File: src/rtl/nbus_pkg.sv
package nbus_pkg;
  localparam int NIB   = 4;
  localparam int ADRW  = 4;
  localparam int NDIG  = 13;
  localparam int IDX_H10 = 5;
  localparam logic [ADRW-1:0] A_CTLD = 4'd13;
  localparam logic [ADRW-1:0] A_CTLE = 4'd14;
  localparam logic [ADRW-1:0] A_CTLF = 4'd15;

  // Width mask of each digit register
  function automatic logic [NIB-1:0] digit_mask(input int idx);
    case (idx)
      1, 3, 5, 12: digit_mask = 4'b0111;
      7:           digit_mask = 4'b0011;
      9:           digit_mask = 4'b0001;
      default:     digit_mask = 4'b1111;
    endcase
  endfunction

  // Hours-tens read view: PM flag hidden in 24-hour mode
  function automatic logic [NIB-1:0] h10_view(input logic [NIB-1:0] v, input logic m24);
    h10_view = m24 ? (v & 4'b0011) : v;
  endfunction
endpackage

File: src/rtl/nbus_sync.sv
module nbus_sync #(
  parameter int W = 1,
  parameter int STAGES = 2,
  parameter logic [W-1:0] INIT = '0
) (
  input  logic         clk,
  input  logic         rst_n,
  input  logic [W-1:0] d,
  output logic [W-1:0] q
);
  logic [W-1:0] stg [STAGES];

  generate
    for (genvar i = 0; i < STAGES; i++) begin : g_stg
      if (i == 0) begin : g_first
        always_ff @(posedge clk or negedge rst_n)
          if (!rst_n) stg[0] <= INIT;
          else        stg[0] <= d;
      end else begin : g_next
        always_ff @(posedge clk or negedge rst_n)
          if (!rst_n) stg[i] <= INIT;
          else        stg[i] <= stg[i-1];
      end
    end
  endgenerate

  assign q = stg[STAGES-1];
endmodule

File: src/rtl/nbus_addr_latch.sv
module nbus_addr_latch #(
  parameter int AW = 4
) (
  input  logic          clk,
  input  logic          rst_n,
  input  logic          ale_s,
  input  logic          sel_n_s,
  input  logic [AW-1:0] addr_s,
  output logic [AW-1:0] eff_addr
);
  logic [AW-1:0] lat_q;
  logic          open_w;

  assign open_w = ale_s && !sel_n_s;

  always_ff @(posedge clk or negedge rst_n)
    if (!rst_n)      lat_q <= '0;
    else if (open_w) lat_q <= addr_s;

  assign eff_addr = open_w ? addr_s : lat_q;

  AST_LATCH_HELD: assert property (@(posedge clk) disable iff (!rst_n)
    !open_w |=> $stable(lat_q));
endmodule

File: src/rtl/nbus_digit_regs.sv
module nbus_digit_regs
  import nbus_pkg::*;
#(
  parameter int N  = NDIG,
  parameter int AW = ADRW,
  parameter int DW = NIB
) (
  input  logic          clk,
  input  logic          rst_n,
  input  logic          wr_en,
  input  logic [AW-1:0] addr,
  input  logic [DW-1:0] wdata,
  input  logic          mode24,
  output logic [DW-1:0] rdata
);
  logic [DW-1:0] dig [N];
  logic          m24_prev;
  logic          enter12;

  always_ff @(posedge clk or negedge rst_n)
    if (!rst_n) m24_prev <= 1'b0;
    else        m24_prev <= mode24;

  assign enter12 = m24_prev && !mode24;

  generate
    for (genvar i = 0; i < N; i++) begin : g_dig
      if (i == IDX_H10) begin : g_h10
        always_ff @(posedge clk or negedge rst_n)
          if (!rst_n) dig[i] <= '0;
          else if (wr_en && addr == AW'(i)) dig[i] <= wdata & digit_mask(i);
          else if (enter12) dig[i] <= dig[i] & 4'b1101;
      end else begin : g_plain
        always_ff @(posedge clk or negedge rst_n)
          if (!rst_n) dig[i] <= '0;
          else if (wr_en && addr == AW'(i)) dig[i] <= wdata & digit_mask(i);
      end
    end
  endgenerate

  always_comb begin
    rdata = '0;
    for (int i = 0; i < N; i++)
      if (addr == AW'(i))
        rdata = (i == IDX_H10) ? h10_view(dig[i], mode24) : dig[i];
  end

  AST_DIGITS_QUIET: assert property (@(posedge clk) disable iff (!rst_n)
    (!wr_en && !enter12) |=> $stable(dig[0]) && $stable(dig[N-1]));
endmodule

File: src/rtl/nbus_ctl_regs.sv
module nbus_ctl_regs
  import nbus_pkg::*;
#(
  parameter int DW = NIB
) (
  input  logic          clk,
  input  logic          rst_n,
  input  logic          sel_hi_s,
  input  logic          wr_d,
  input  logic          wr_e,
  input  logic          wr_f,
  input  logic [DW-1:0] wdata,
  input  logic          busy_i,
  input  logic          irq_set_i,
  input  logic          adj_done_i,
  output logic [DW-1:0] reg_d,
  output logic [DW-1:0] reg_e,
  output logic [DW-1:0] reg_f,
  output logic          hold_o,
  output logic          rest_o,
  output logic          stop_o,
  output logic          mode24_o,
  output logic          test_o,
  output logic          mask_o,
  output logic          irq_mode_o,
  output logic [1:0]    tsel_o,
  output logic          adj_o,
  output logic          irq_o
);
  logic hold_q, irq_q, adj_q;
  logic rest_q, stop_q, m24_q, test_q;
  logic [DW-1:0] e_q;

  // Register D
  always_ff @(posedge clk or negedge rst_n)
    if (!rst_n)         hold_q <= 1'b0;
    else if (!sel_hi_s) hold_q <= 1'b0;
    else if (wr_d)      hold_q <= wdata[0];

  always_ff @(posedge clk or negedge rst_n)
    if (!rst_n)                   irq_q <= 1'b0;
    else if (irq_set_i)           irq_q <= 1'b1;
    else if (wr_d && !wdata[2])   irq_q <= 1'b0;

  always_ff @(posedge clk or negedge rst_n)
    if (!rst_n)                  adj_q <= 1'b0;
    else if (adj_done_i)         adj_q <= 1'b0;
    else if (wr_d && wdata[3])   adj_q <= 1'b1;

  // Register E
  always_ff @(posedge clk or negedge rst_n)
    if (!rst_n)    e_q <= '0;
    else if (wr_e) e_q <= wdata;

  // Register F
  always_ff @(posedge clk or negedge rst_n)
    if (!rst_n)         rest_q <= 1'b0;
    else if (!sel_hi_s) rest_q <= 1'b0;
    else if (wr_f)      rest_q <= wdata[0];

  always_ff @(posedge clk or negedge rst_n)
    if (!rst_n) begin
      stop_q <= 1'b0;
      test_q <= 1'b0;
      m24_q  <= 1'b0;
    end else if (wr_f) begin
      stop_q <= wdata[1];
      test_q <= wdata[3];
      if (rest_q) m24_q <= wdata[2];
    end

  assign reg_d      = {adj_q, irq_q, busy_i, hold_q};
  assign reg_e      = e_q;
  assign reg_f      = {test_q, m24_q, stop_q, rest_q};
  assign hold_o     = hold_q;
  assign rest_o     = rest_q;
  assign stop_o     = stop_q;
  assign mode24_o   = m24_q;
  assign test_o     = test_q;
  assign mask_o     = e_q[0];
  assign irq_mode_o = e_q[1];
  assign tsel_o     = e_q[3:2];
  assign adj_o      = adj_q;
  assign irq_o      = irq_q;

  AST_SEL_FORCES_CLEAR: assert property (@(posedge clk) disable iff (!rst_n)
    !sel_hi_s |=> (!hold_q && !rest_q));
  AST_IRQ_ONLY_CORE: assert property (@(posedge clk) disable iff (!rst_n)
    $rose(irq_q) |-> $past(irq_set_i));
  AST_MODE_NEEDS_REST: assert property (@(posedge clk) disable iff (!rst_n)
    (m24_q != $past(m24_q)) |-> $past(rest_q));
  AST_ADJ_FROM_BUS: assert property (@(posedge clk) disable iff (!rst_n)
    $rose(adj_q) |-> $past(wr_d && wdata[3]));
endmodule

File: src/rtl/nbus_regif.sv
module nbus_regif
  import nbus_pkg::*;
#(
  parameter int AW = ADRW,
  parameter int DW = NIB,
  parameter int SYNC_STAGES = 2
) (
  input  logic          clk,
  input  logic          rst_n,
  input  logic          sel_n,
  input  logic          sel_hi,
  input  logic          ale,
  input  logic [AW-1:0] addr_in,
  input  logic          rd_n,
  input  logic          wr_n,
  input  logic [DW-1:0] din,
  output logic [DW-1:0] dout,
  output logic          doe,
  input  logic          busy_i,
  input  logic          irq_set_i,
  input  logic          adj_done_i,
  output logic          hold_o,
  output logic          rest_o,
  output logic          stop_o,
  output logic          mode24_o,
  output logic          test_o,
  output logic          mask_o,
  output logic          irq_mode_o,
  output logic [1:0]    tsel_o,
  output logic          adj_o,
  output logic          irq_o
);
  localparam int DW2 = 2 + AW + DW;

  logic          rd_s, wr_s, sel_n_s, sel_hi_s, ale_s;
  logic [AW-1:0] addr_s, eff_addr;
  logic [DW-1:0] din_s;
  logic          wr_prev;
  logic          chip_on, wr_fire, rd_live;
  logic          wr_dig, wr_d, wr_e, wr_f;
  logic [DW-1:0] dig_rdata, reg_d, reg_e, reg_f, rdata;

  nbus_sync #(.W(3), .STAGES(SYNC_STAGES), .INIT(3'b111)) u_sync_strb (
    .clk(clk), .rst_n(rst_n), .d({rd_n, wr_n, sel_n}), .q({rd_s, wr_s, sel_n_s}));

  nbus_sync #(.W(DW2), .STAGES(SYNC_STAGES), .INIT('0)) u_sync_data (
    .clk(clk), .rst_n(rst_n), .d({sel_hi, ale, addr_in, din}),
    .q({sel_hi_s, ale_s, addr_s, din_s}));

  nbus_addr_latch #(.AW(AW)) u_alat (
    .clk(clk), .rst_n(rst_n), .ale_s(ale_s), .sel_n_s(sel_n_s),
    .addr_s(addr_s), .eff_addr(eff_addr));

  always_ff @(posedge clk or negedge rst_n)
    if (!rst_n) wr_prev <= 1'b1;
    else        wr_prev <= wr_s;

  assign chip_on = sel_hi_s && !sel_n_s;
  assign wr_fire = chip_on && wr_s && !wr_prev;
  assign rd_live = chip_on && !rd_s && wr_s;

  assign wr_dig = wr_fire && (eff_addr < AW'(NDIG));
  assign wr_d   = wr_fire && (eff_addr == A_CTLD);
  assign wr_e   = wr_fire && (eff_addr == A_CTLE);
  assign wr_f   = wr_fire && (eff_addr == A_CTLF);

  nbus_digit_regs #(.N(NDIG), .AW(AW), .DW(DW)) u_dig (
    .clk(clk), .rst_n(rst_n), .wr_en(wr_dig), .addr(eff_addr),
    .wdata(din_s), .mode24(mode24_o), .rdata(dig_rdata));

  nbus_ctl_regs #(.DW(DW)) u_ctl (
    .clk(clk), .rst_n(rst_n), .sel_hi_s(sel_hi_s),
    .wr_d(wr_d), .wr_e(wr_e), .wr_f(wr_f), .wdata(din_s),
    .busy_i(busy_i), .irq_set_i(irq_set_i), .adj_done_i(adj_done_i),
    .reg_d(reg_d), .reg_e(reg_e), .reg_f(reg_f),
    .hold_o(hold_o), .rest_o(rest_o), .stop_o(stop_o), .mode24_o(mode24_o),
    .test_o(test_o), .mask_o(mask_o), .irq_mode_o(irq_mode_o),
    .tsel_o(tsel_o), .adj_o(adj_o), .irq_o(irq_o));

  always_comb begin
    case (eff_addr)
      A_CTLD:  rdata = reg_d;
      A_CTLE:  rdata = reg_e;
      A_CTLF:  rdata = reg_f;
      default: rdata = dig_rdata;
    endcase
  end

  assign doe  = rd_live;
  assign dout = rd_live ? rdata : '0;

  AST_NO_READ_IN_WRITE: assert property (@(posedge clk) disable iff (!rst_n)
    (!rd_s && !wr_s) |-> !doe);
  AST_NO_WRITE_UNSEL: assert property (@(posedge clk) disable iff (!rst_n)
    !sel_hi_s |=> $stable(reg_e) && $stable(reg_f[3:1]));
endmodule

File: config.mk
export PLATFORM = sky130hd
export DESIGN_NAME = nbus_regif
export DESIGN_NICKNAME = d
export VERILOG_FILES = /design/src/rtl/nbus_pkg.sv /design/src/rtl/nbus_sync.sv /design/src/rtl/nbus_addr_latch.sv /design/src/rtl/nbus_digit_regs.sv /design/src/rtl/nbus_ctl_regs.sv /design/src/rtl/nbus_regif.sv
export SDC_FILE = /design/constraint.sdc
export NUM_CORES = 1
export LEC_CHECK = 0
export BUFFER_PORTS_ARGS = -buffer_cell sky130_fd_sc_hd__buf_2
export CAP_MARGIN = 0
export CORE_ASPECT_RATIO = 0.6
export CORE_MARGIN = 2
export CORE_UTILIZATION = 40
export DETAILED_ROUTE_END_ITERATION = 6
export HOLD_SLACK_MARGIN = 0.12
export MAX_ROUTING_LAYER = met4
export PLACE_DENSITY = 0.61
export SYNTH_ARGS = -nofsm -noshare
export SYNTH_HDL_FRONTEND = slang
export SYNTH_SLANG_ARGS = --single-unit
File: constraint.sdc
create_clock -name clk -period 4.5 [get_ports clk]
set_clock_uncertainty 0.1 [all_clocks]
set_input_delay 0.45 -clock clk [delete_from_list [all_inputs] [get_ports clk]]
set_output_delay 0.45 -clock clk [all_outputs]
set_load 0.02 [all_outputs]
# After elaboration in Yosys (flattened, before gate mapping)
# Cells that the tools add are included.
dict set report op_classes {
  n_eq_ne 17
  order_cmp 1
  reduce_logical 36
  n_mux 27
}
# cell n
set ops {}
lappend ops {{4-bit two-way mux} 17}
lappend ops {{4-bit == test, second input constant} 8}
lappend ops {{1-bit logical AND} 26}
lappend ops {{4-bit by 3-bit == test with 1-bit output, second input constant} 4}
lappend ops {{4-bit one-hot mux with 3 select lines} 1}
lappend ops {{4-bit by 2-bit == test with 1-bit output, second input constant} 2}
lappend ops {{1-bit two-way mux} 8}
lappend ops {{2-bit nonzero test} 3}
lappend ops {{1-bit zero test} 5}
lappend ops {{4-bit by 1-bit == test with 1-bit output, second input constant} 1}
lappend ops {{4-bit zero test} 1}
lappend ops {{4-bit less-than comparator, second input constant} 1}
lappend ops {{2-bit by 1-bit != test with 1-bit output, second input constant} 2}
lappend ops {{2-bit two-way mux} 1}
lappend ops {{2-bit AND reduction} 1}
dict set report word_totals {
  elab_cells 110
  inputBits 18
  regBits 87
  out_inout_bits 16
}

# Depth between registers and ports, before layout
# Gate-level depths: netlist (run 1).
dict set report logic_depth {
  word_depth 19
  mapped_depth 8
}

# Cells and area by module
# Synthesis (run 1) repeated with hierarchy kept, for this count alone.
dict set report unflattened {
  hier_cells 312
  hier_area_um2 3997.6
}
# module n_inst cells_per_inst area_each_um2 seq_area_each_um2
set by_module_without_submodules {}
lappend by_module_without_submodules {nbus_digit_regs 1 188 2293.4 1101.1}
lappend by_module_without_submodules {{nbus_sync (u_sync_data)} 1 30 575.6 500.5}
lappend by_module_without_submodules {nbus_ctl_regs 1 39 509.2 275.3}
lappend by_module_without_submodules {nbus_regif 1 37 265.3 26.3}
lappend by_module_without_submodules {{nbus_sync (u_sync_strb)} 1 9 180.2 157.7}
lappend by_module_without_submodules {nbus_addr_latch 1 9 173.9 100.1}

# Worst setup path before layout (run 1)
# OpenSTA, ideal clock, no wires.
dict set report synth_timing {
  path_type {register to output}
  from {reg u_sync_strb.stg (netlist bit u_sync_strb.q[0])}
  to {out dout[0]}
  required_ps 3950
  t_arrival_ps 2382
  slack_ps 1568
  path_stages_with_launch 8
  path_buffers 2
  cell_sequence {dfstp_2 > nand2b_4 > buf_12 > buf_12 > mux2_2 > nor2_1 > nor4_1 > a2111oi_1}
}
dict set report synth_between {
  elab_chain_cells 19
  elab_cells_between_ends 37
  cone_classes {eq/ne (15); mux (16); reduce/logical (6)}
}
# element line
set synth_rtl {}
lappend synth_rtl {{start: declaration} nbus_sync.sv:11} ;# logic [W-1:0] stg [STAGES];
lappend synth_rtl {{start signal: indexed assignment} nbus_sync.sv:22} ;# else stg[i] <= stg[i-1];
lappend synth_rtl {{1-bit zero test (*)} {nbus_addr_latch.sv:14, nbus_regif.sv:58}}
lappend synth_rtl {{1-bit logical AND} nbus_addr_latch.sv:14} ;# assign open_w = ale_s && !sel_n_s;
lappend synth_rtl {{4-bit two-way mux} -}
lappend synth_rtl {{4-bit zero test} nbus_digit_regs.sv:44} ;# if (addr == AW'(i))
lappend synth_rtl {{4-bit two-way mux (13 in a row)} nbus_digit_regs.sv:44}
lappend synth_rtl {{4-bit one-hot mux with 3 select lines} nbus_regif.sv:81} ;# case (eff_addr)
lappend synth_rtl {{4-bit two-way mux (*)} nbus_regif.sv:90} ;# assign dout = rd_live ? rdata : '0;
lappend synth_rtl {{end: declaration} nbus_regif.sv:17} ;# output logic [DW-1:0] dout,
# Mark *: on every way between the ends. The rest lies on a longest branch, timed or not.

# Final worst setup path (run 1)
dict set report layout_timing {
  from {reg u_sync_strb.stg (netlist bit u_sync_strb.q[0])}
  to {out dout[1]}
}
# The elaborated chain is that of the path after synthesis.

==> results of run 1 <==
-- state kept, by name, summed over array words and instances (netlist names), 3 cells and up --
register and cells:
u_dig.dig 43, u_sync_data.q 10, u_sync_data.stg 10, u_alat.lat_q 4, u_ctl.reg_e 4, u_sync_strb.q 3, u_sync_strb.stg 3
-- power by group --
| part | leakage (nW) | switching (mW) | internal, mW | total [mW] |
|---|---|---|---|---|
| clock | 0.165 | 0.299 | 0.533 | 0.833 |
| sequential | 1.10 | 0.0721 | 0.850 | 0.922 |
| combinational | 0.763 | 0.149 | 0.111 | 0.259 |
-- cell type report --
type / instances / area (um^2)
Clock buffer: 12 / 267
Tap cell: 130 / 163
Inverter: 8 / 30.0
Sequential cell: 86 / 2160
Timing Repair Buffer: 46 / 298
Fill cell: 844 / 4650
Clock inverter: 4 / 76.3
Multi-Input combinational cell: 199 / 1540
-- worst max path at each step --
stage	endpoint	cells past startpoint	startpoint	slack, ns
floorplan	dout[0]	7	u_sync_strb.q[0]$_DFF_PN1_	1.57
global placement	dout[1]	7	u_sync_strb.q[0]$_DFF_PN1_	1.49
detailed placement	dout[1]	7	u_sync_strb.q[0]$_DFF_PN1_	1.40
CTS	dout[1]	7	u_sync_strb.q[0]$_DFF_PN1_	1.01
global route	dout[1]	7	u_sync_strb.q[0]$_DFF_PN1_	0.83
finish	dout[1]	7	u_sync_strb.q[0]$_DFF_PN1_	0.95
-- critical path, stage by stage, from the launching register on --
cell and delay, ns:
dfstp_2 0.60, nand2b_4 0.36, mux2i_1 0.60, o22ai_1 0.14, a2111oi_0 0.46, a31oi_1 0.08
o21ai_0 0.17, buf_2 0.24
-- cells by family (layout without fill, tap and decap cells) --
logic type      after synthesis  in the layout  share of synthesized area, %
mux                          51             51                          15.7
flops                        86             86                          56.9
compound gates               71             71                          13.9
buf+inv                      15             70                          2.54
simple gates                 77             77                          10.9
-- synth_stat cells, types with 3 or more instances --
cell,n,share of area (%)
a31oi_4,3,1.7
nor2_2,5,0.82
o22ai_1,7,1.2
nor2_1,12,1.2
and4bb_2,4,1.3
a31o_2,4,0.92
inv_1,8,0.79
a21oi_1,11,1.4
nand3_1,8,1.1
dfstp_2,7,4.8
a22oi_1,5,0.99
a31oi_1,5,0.82
mux2i_1,3,0.79
mux2_2,45,13
dfrtp_1,79,52
o21ai_0,16,2.1
clkbuf_1,3,0.30
nand2_1,33,3.3
-- repair_timing --
| item | in CTS | in global routing |
|---|---|---|
| endpoints found under the setup margin | 0 | 0 |
| endpoints found under the hold margin | 13 | 0 |
| hold buffers | 13 | 0 |
-- placed cells by master, fill, tap and decap left out, types with 4 or more instances in the layout --
cell and n:
inv_1 8, a31oi_1 5, nand3_1 8, nor2_1 12
dlygate4sd3_1 13, dfstp_2 7, and4bb_2 4, buf_2 32
o22ai_1 7, o21ai_0 16, dfrtp_1 79, a31o_2 4
clkbuf_16 9, nand2_1 33, a22oi_1 5, a21oi_1 11
nor2_2 5, mux2_2 45
-- metal layers --
| metal | vias to the layer above | wire length (um) | part of all wire (%) |
|---|---|---|---|
| met4 | 0 | 76 | 0.81 |
| met3 | 10 | 756 | 8.1 |
| met2 | 106 | 3660 | 39 |
| li1 | 1202 | - | - |
| met1 | 1358 | 4860 | 52 |
| met5 | - | 0 | 0 |
-- per-stage QoR --
stage	power, mW	std cells	cell area, um^2	hold slack (ns)	setup WS, ns
final	2.01	485	4530	0.147	0.950
after global routing	2.09	485	4530	0.154	0.833
after CTS	2.02	485	4530	0.141	1.01
after detailed placement	1.18	456	4060	0.235	1.40
after global placement	1.18	456	4060	0.233	1.49
after floorplan	1.09	300	3800	0.0544	1.57
==> flow_summary.json, run 1 <==
{
  "htree_levels": 3,
  "worstMarginPinSlew_ns": 1.06,
  "rows": 27,
  "io_buffer_count": 33,
  "setup_viol_count_final": 0,
  "place_congestion": 0.931,
  "arrival_ns": 3.00,
  "status": "completed",
  "rsz0062_at_grt": "false",
  "cts_tree": "done",
  "cp_max_fo": 20,
  "fin_crit_sh_pct": 78.9,
  "post_cts_buffers": 0,
  "ys_ff_latch": 86,
  "reg2reg_from": "u_sync_strb.q[0]$_DFF_PN1_",
  "clk_latency_ns": 0.34,
  "min_path_cells": 2,
  "layout_min_cycle_time_ns": 3.55,
  "cp.required_ns": 3.95,
  "synth_fp_nets": 318,
  "top_usage_layer": "met1",
  "r2r_setup_slack_ns": 1.86,
  "clkTransAtPathRegs_ns": 0.06,
  "drive_gt1_share_pct": 36.6,
  "routedWlPerCell_um": 19.3,
  "path_class": "flip-flop to primary output",
  "grt_pass1_wl_mm": 14.6,
  "slew_headroom_pct": 29.4,
  "hold_path_end": "u_ctl.adj_o$_DFFE_PN0P_",
  "grt_use_met2_pct": 23.8,
  "die_area_mm2": 0.0103,
  "clockBufferDepth": 2,
  "synth_area_mm2": 0.00380,
  "rr_endpoint": "u_dig.dig[48]$_DFFE_PN0P_",
  "cts-root-buf": "clkbuf_16",
  "hold_path_class": "input pin to flip-flop",
  "cts_buffers": 9,
  "critPathLaunchType": "flip-flop",
  "drv_slew": 0,
  "antenna_found_initial": 0,
  "ys_seq_area_share_pct": 56.9,
  "ys_dominant_reg_cell": "dfrtp_1",
  "ir_worst_vdd_v": 0.000196,
  "ys_warn_count": 0,
  "antenna_cells": 0,
  "die_w_um": 130,
  "ys_async_sr_fraction_pct": 100,
  "vias_per_cell": 5.52,
  "yosysUniqueCellTypes": 51,
  "core_area_mm2": 0.00919,
  "cts.repair.resized": 0,
  "leakage_nw": 2.03,
  "top_level_ports": 34,
  "min-delay-start": "adj_done_i",
  "use_met3_pct": 5.97,
  "die_h_um": 79.5,
  "grt_use_total_pct": 19.8,
  "initial_core_util_pct": 41.3,
  "layout.nets": 368,
  "grt_max_degree": 87,
  "synth-edff-count": 0,
  "first_global_vias": 2587,
  "avgSynthCellArea_um2": 12.7,
  "drt_pre_antenna_iters": 5,
  "area_growth_pct": 19.4,
  "drtIter0Drc": 259,
  "reg2reg_depth": 5,
  "cts_sinks": 86,
  "drv_cap": 0,
  "drt-total-wl_mm": 9.35,
  "fmax_mhz": 282,
  "finalSetupTns_ns": 0,
  "powerDensity_mw_per_mm2": 444,
  "worstSetupEndpointType": "primary output",
  "final_core_util_pct": 49.3,
  "overflow": 0,
  "use_met1_pct": 31.6,
  "postRouteAntennaNets": 0,
  "route.detailed.drc": 0,
  "hold_viol_final": 0,
  "dp_hpwl_mm": 6.43,
  "vias": 2676,
  "syn_inst": 300
}
Power figures use the tool's default switching activity.
==> run 2: changes to the inputs <==
Settings changed: ABC_AREA set to 1, PLACE_DENSITY 0.61 to 0.64.
Clock period 4.5 ns to 3.18 ns, I/O delays scaled along.
==> run 2 against run 1 <==
Net effect:
- area after synthesis is 4.6% lower
- clock power rose by 38%
- first-iteration DRC count decreased by 39%
- sequential power increased by 39%
- wire length shrank 9.1%
- global-route usage is 0.29 points lower
- critical path depth grew 10
- die area decreased by 4.5%
- design area is 1.4% lower
- critical path type unchanged
- highest routed layer unchanged
==> flow_summary.json, run 2 <==
{
  "status": "completed",
  "ys_seq_area_share_pct": 59.7,
  "antenna_cells": 0,
  "drive_gt1_share_pct": 22.8,
  "slew_headroom_pct": 64.0,
  "place_area_mm2": 0.00395,
  "route.detailed.drc": 0,
  "area_growth_pct": 23.5,
  "drv_cap": 0,
  "clkTransAtPathRegs_ns": 0.07,
  "clockBufferDepth": 2,
  "vias_per_cell": 4.85,
  "fin_crit_sh_pct": 92.8,
  "cts-root-buf": "clkbuf_16",
  "layout.nets": 483,
  "worstSetupEndpointType": "primary output",
  "fmax_mhz": 339,
  "synth_area_mm2": 0.00362,
  "clk_latency_ns": 0.35,
  "final_common_cell": "nand2_1",
  "htree_levels": 3,
  "reg2reg_depth": 13,
  "grt_pass1_wl_mm": 14.1,
  "synth_mux_area_share_pct": 0,
  "yosysUniqueCellTypes": 28,
  "largest_reg_flops": 43,
  "ys_dominant_reg_cell": "dfrtp_1",
  "syn_inst": 403,
  "grt_max_degree": 45,
  "cp.required_ns": 2.76,
  "slowest_stage": "dfstp_2",
  "drt_pre_antenna_iters": 4,
  "path_buf_inv": 6,
  "ys_ff_latch": 86,
  "crit_chain": "inv_2 > nand2_4 > nand2_1 > nand2_2 > inv_2 > nor2_1 > inv_2 > nor2_4 > inv_2 > nand2_1 > inv_1 > nand2_1 > nand2_1 > nand3_1 > nand2_1 > a21oi_1 > buf_2",
  "max_stage_delay_ns": 0.57,
  "min_path_cells": 0,
  "synth-compound-area-share_pct": 10.4,
  "synth_commonest_cells": "nand2_1 (134), dfrtp_1 (79), o21ai_0 (51), inv_1 (35)",
  "overflow": 0,
  "regMostFlops": "u_dig.dig",
  "drv_slew": 0,
  "hold_path_end": "u_sync_data.q[0]$_DFF_PN0_",
  "rsz0062_at_grt": "false",
  "drt-total-wl_mm": 8.50,
  "arrival_ns": 2.53,
  "synth_top_family_by_area": "simple AND/OR/NAND/NOR gates",
  "io_buffer_count": 33,
  "crit_family": "simple AND/OR/NAND/NOR gates",
  "powerDensity_mw_per_mm2": 623,
  "synth_fp_nets": 421,
  "setup_viol_count_final": 0,
  "hold_viol_final": 0,
  "synth-simple-area-share_pct": 24.8,
  "synth_xor_area_share_pct": 0,
  "rr_endpoint": "u_ctl.irq_o$_DFFE_PN0P_",
  "antenna_found_initial": 0,
  "rows": 26,
  "mostFrequentLayoutCells": "nand2_1 (133), dfrtp_1 (79), o21ai_0 (51)",
  "first_global_vias": 2817,
  "ys_warn_count": 0,
  "cts_sinks": 86,
  "cp_max_fo": 8,
  "finalSetupTns_ns": 0,
  "die_area_mm2": 0.00985,
  "synth_fa_ha_area_share_pct": 0,
  "core_area_mm2": 0.00865,
  "cts_buffers": 9,
  "vias": 2825,
  "synth-edff-count": 0,
  "place_congestion": 0.913,
  "top_level_ports": 34,
  "cts_tree": "done",
  "layout_min_cycle_time_ns": 2.95,
  "initial_core_util_pct": 41.8,
  "min-delay-start": "u_sync_data.stg[10]$_DFF_PN0_",
  "synth_area_leader_cell": "dfrtp_1",
  "cp_common_cell": "nand2_1",
  "ir_worst_vdd_v": 0.000303,
  "drtIter0Drc": 159,
  "r2r_setup_slack_ns": 0.99,
  "fillers": 777,
  "avgSynthCellArea_um2": 8.99,
  "path_class": "flip-flop to primary output",
  "ys_async_sr_fraction_pct": 100,
  "routedWlPerCell_um": 14.6,
  "grt_use_total_pct": 19.6,
  "worstMarginPinSlew_ns": 0.541,
  "reg2reg_from": "u_sync_strb.q[0]$_DFF_PN1_",
  "critPathLaunchType": "flip-flop",
  "synth_area_leaders": "dfrtp_1 (55%), nand2_1 (14%), o21ai_0 (7.0%)",
  "postRouteAntennaNets": 0,
  "die_h_um": 77.7,
  "die_w_um": 127,
  "dp_hpwl_mm": 6.01,
  "final_cell_area_mm2": 0.00447,
  "synth_top_area_share_pct": 54.6,
  "leakage_nw": 2.14,
  "hold_path_class": "flip-flop to flip-flop",
  "yosysMostFrequentCell": "nand2_1"
}
## run 2: cell count changes in the layout (fill, tap and decap cells not counted), moves of 7 or more
cell,before,now
inv_1,8,35
inv_2,0,9
mux2_2,45,0
nand2_1,33,133
nand2_2,1,13
o21ai_0,16,51
o22ai_1,7,0
## run 2: cell families after synthesis
group           count (synthesis)
compound gates                 69
flops                          86
simple gates                  200
buf+inv                        48
## run 2: final cells by class
type,count,area [um^2],share of cell area (%)
clock buffer,9,225,5.04
clock inverter,7,103,2.29
inverter,44,165,3.69
multi-input combinational,269,1310,29.2
sequential,86,2160,48.3
tap,112,140,3.13
timing repair buffer,55,373,8.34
## run 2: worst max path at each step
| stage | start | endpoint | slack (ns) | cells after the start |
|---|---|---|---|---|
| 2_1_floorplan | u_sync_strb.q[1]$_DFF_PN1_ | dout[1] | 0.76 | 4 |
| 3_3_place_gp | u_sync_strb.q[0]$_DFF_PN1_ | dout[1] | 0.58 | 15 |
| 3_5_place_dp | u_sync_strb.q[0]$_DFF_PN1_ | dout[3] | 0.53 | 11 |
| 4_1_cts | u_sync_strb.q[0]$_DFF_PN1_ | dout[3] | 0.15 | 13 |
| 5_1_grt | u_sync_strb.q[0]$_DFF_PN1_ | dout[1] | 0.01 | 17 |
| 6_report | u_sync_strb.q[0]$_DFF_PN1_ | dout[1] | 0.23 | 17 |
## run 2: repair_timing
item | in CTS | in global routing
setup buffers | 0 | 1
hold buffers | 16 | 0
resized for setup | 0 | 6
endpoints found under the setup margin | 0 | 4
endpoints found under the hold margin | 54 | 0
## run 2: per-layer routing
layer  up-vias  global-route usage (%)  share of wire, %
met2        67                    25.8                40
met1      1341                    28.2                53
li1       1409                       -                 -
met5         -                       -                 0
met3         8                    6.69               5.6
met4         0                    6.04               1.2
## run 2: through the flow
stage | utilization [%] | instances | hold slack [ns] | total power, mW | setup WS, ns
6_report | 51.7 | 582 | 0.251 | 2.79 | 0.228
2_1_floorplan | - | 403 | -0.0776 | 1.50 | 0.765
4_1_cts | 51.3 | 581 | 0.251 | 2.80 | 0.152
3_3_place_gp | 45.6 | 549 | 0.232 | 1.61 | 0.583
5_1_grt | 51.7 | 582 | 0.252 | 2.92 | 0.0137
3_5_place_dp | 45.6 | 549 | 0.236 | 1.62 | 0.530
## run 2: power by group
| group | switching (mW) | total (mW) | internal (mW) | leakage [nW] |
|---|---|---|---|---|
| clock network | 0.456 | 1.15 | 0.699 | 0.157 |
| registers | 0.0715 | 1.28 | 1.21 | 1.10 |
| logic | 0.226 | 0.348 | 0.122 | 0.879 |
| total | 0.753 | 2.79 | 2.03 | 2.14 |
==> run 3: changes to the inputs <==
Settings changed: ABC_AREA 1 to unset, CORE_UTILIZATION 40 to 53, PLACE_DENSITY 0.64 to 0.79.
==> run 3 against run 2 <==
Net effect:
- non-clock buffer count up 4
- via count down 2.0%
- worst setup slack worse by 0.15 ns
- die area down 20%
- register-to-register slack worse by 0.27 ns
- combinational power up 14%
- total power down 1.2%
==> flow_summary.json, run 3 (synthesized netlist as in run 1, its figures left out) <==
{
  "reg2reg_depth": 6,
  "reg2reg_from": "u_sync_strb.q[0]$_DFF_PN1_",
  "place_congestion": 0.995,
  "setup_viol_count_final": 0,
  "drv_slew": 0,
  "p_total_mw": 2.75,
  "arrival_ns": 2.68,
  "area_growth_pct": 20.6,
  "antenna_found_initial": 0,
  "worstSetupEndpointType": "primary output",
  "first_global_vias": 2728,
  "grt_use_total_pct": 27.2,
  "clock_power_share_pct": 38.1,
  "die_w_um": 113,
  "initial_core_util_pct": 55.9,
  "final_cells": 455,
  "p_sw_share_pct": 27.0,
  "slew_headroom_pct": 42.6,
  "switchingPower_mw": 0.743,
  "p_seq_share_pct": 47.5,
  "worstMarginPinSlew_ns": 0.861,
  "grt_pass1_wl_mm": 15.4,
  "cts_tree": "done",
  "htree_levels": 3,
  "drv_cap": 0,
  "top_level_ports": 34,
  "hold_viol_final": 0,
  "drt_pre_antenna_iters": 5,
  "critPathLaunchType": "flip-flop",
  "io_buffer_count": 33,
  "mostFrequentLayoutCells": "dfrtp_1 (79), mux2_2 (44), nand2_1 (33)",
  "finalSetupTns_ns": 0,
  "powerDensity_mw_per_mm2": 601,
  "dp_hpwl_mm": 6.83,
  "min-delay-start": "u_sync_data.stg[12]$_DFF_PN0_",
  "grt_use_met2_pct": 36.9,
  "rows": 23,
  "clkTransAtPathRegs_ns": 0.06,
  "die_area_mm2": 0.00788,
  "postRouteAntennaNets": 0,
  "final_common_cell": "dfrtp_1",
  "layout.nets": 381,
  "drt-total-wl_mm": 9.75,
  "combPwrFrac_pct": 14.5,
  "use_met3_pct": 6.56,
  "hold_path_class": "flip-flop to flip-flop",
  "path_class": "flip-flop to primary output",
  "largest_reg_flops": 43,
  "route.detailed.drc": 0,
  "clk_latency_ns": 0.34,
  "cts-root-buf": "clkbuf_16",
  "max_stage_delay_ns": 0.61,
  "rr_endpoint": "u_dig.dig[4]$_DFFE_PN0P_",
  "grt_max_degree": 70,
  "critPathCapture": "dout[3]",
  "clockBufferDepth": 2,
  "placedCellCount": 417,
  "vias": 2768,
  "status": "completed",
  "routedWlPerCell_um": 21.4,
  "slowest_stage": "dfstp_2",
  "die_h_um": 69.6,
  "fin_crit_sh_pct": 97.4,
  "fillers": 520,
  "r2r_setup_slack_ns": 0.72,
  "top_usage_layer": "met1",
  "ir_worst_vdd_v": 0.000339,
  "final_cell_area_mm2": 0.00458,
  "min_path_cells": 0,
  "cts_buffers": 9,
  "cp_max_fo": 9,
  "vias_per_cell": 6.08,
  "leakage_nw": 2.08,
  "core_area_mm2": 0.00679,
  "cp.required_ns": 2.76,
  "power.internal_mw": 2.01,
  "place_area_mm2": 0.00404,
  "antenna_cells": 0,
  "regMostFlops": "u_dig.dig",
  "use_met1_pct": 40.6,
  "crit_chain": "nand2b_4 > mux2i_4 > mux2_2 > a22oi_2 > nor2_1 > o311a_1 > buf_2",
  "overflow": 0,
  "crit_start": "u_sync_strb.q[0]$_DFF_PN1_",
  "fmax_mhz": 323,
  "drtIter0Drc": 220,
  "drive_gt1_share_pct": 38.6,
  "layout_min_cycle_time_ns": 3.10,
  "cts_sinks": 86
}
run 3: cell count changes in the layout (fill, tap and decap cells not counted), sizes merged, moves of 8 or more:
cell | before | now
nand2 | 149 | 36
mux2 | 0 | 46
inv | 48 | 8
o21ai | 56 | 18
a31oi | 0 | 8
run 3: routing by layer:
metal	part of all wire, %	vias up
met2	43	128
met5	0	-
met3	8.4	15
met4	1.3	0
li1	-	1231
met1	47	1394
run 3: metrics by stage:
stage | utilization, % | hold WS (ns) | setup WS, ns
finish | 67.4 | 0.246 | 0.0830
global route | 67.4 | 0.253 | -0.00332
floorplan | - | -0.0776 | 0.380
CTS | 66.5 | 0.248 | 0.0155
global placement | 59.5 | 0.232 | 0.407
detailed placement | 59.5 | 0.235 | 0.347
run 3: worst max-delay path, delay by kind of cell (launching register included):
family                 cells  cell delay (ns)
muxes                      2             0.75
DFF                        1             0.61
AOI/OAI and AO/OA          2             0.49
and+or+nand+nor            2             0.32
buffers and inverters      1             0.17
run 3: worst min-delay path by stage:
stage	to	slack (ns)
after floorplan	u_alat.lat_q[0]$_DFF_PN0_	-0.08
after global placement	u_sync_data.q[5]$_DFF_PN0_	0.23
after detailed placement	u_sync_data.q[0]$_DFF_PN0_	0.23
after CTS	u_sync_data.q[0]$_DFF_PN0_	0.25
after global routing	u_sync_data.q[4]$_DFF_PN0_	0.25
final	u_sync_data.q[2]$_DFF_PN0_	0.25
run 3: power groups by stage:
stage               logic [mW]  registers, mW  clock network (mW)
floorplan                0.252           1.28                   0
global placement         0.348           1.32                   0
detailed placement       0.359           1.32                   0
CTS                      0.380           1.30                1.06
global route             0.429           1.32                1.11
finish                   0.398           1.31                1.05
run 3: cell type report:
class	count	area, um^2	share of cell area [%]
multi-input combinational	199	1570	34.3
inverter	8	30.0	0.656
tap	87	109	2.38
sequential	86	2160	47.2
timing repair buffer	59	407	8.88
clock buffer	11	243	5.30
clock inverter	5	58.8	1.28
run 3: what timing repair did:
| action | 4_1_cts | 5_1_grt |
|---|---|---|
| buffers inserted | 2 | 4 |
| hold endpoints to repair | 78 | 0 |
| gates resized for setup | 0 | 7 |
| hold buffers | 16 | 0 |
| cloned | 0 | 0 |
| endpoints found under the setup margin | 2 | 4 |
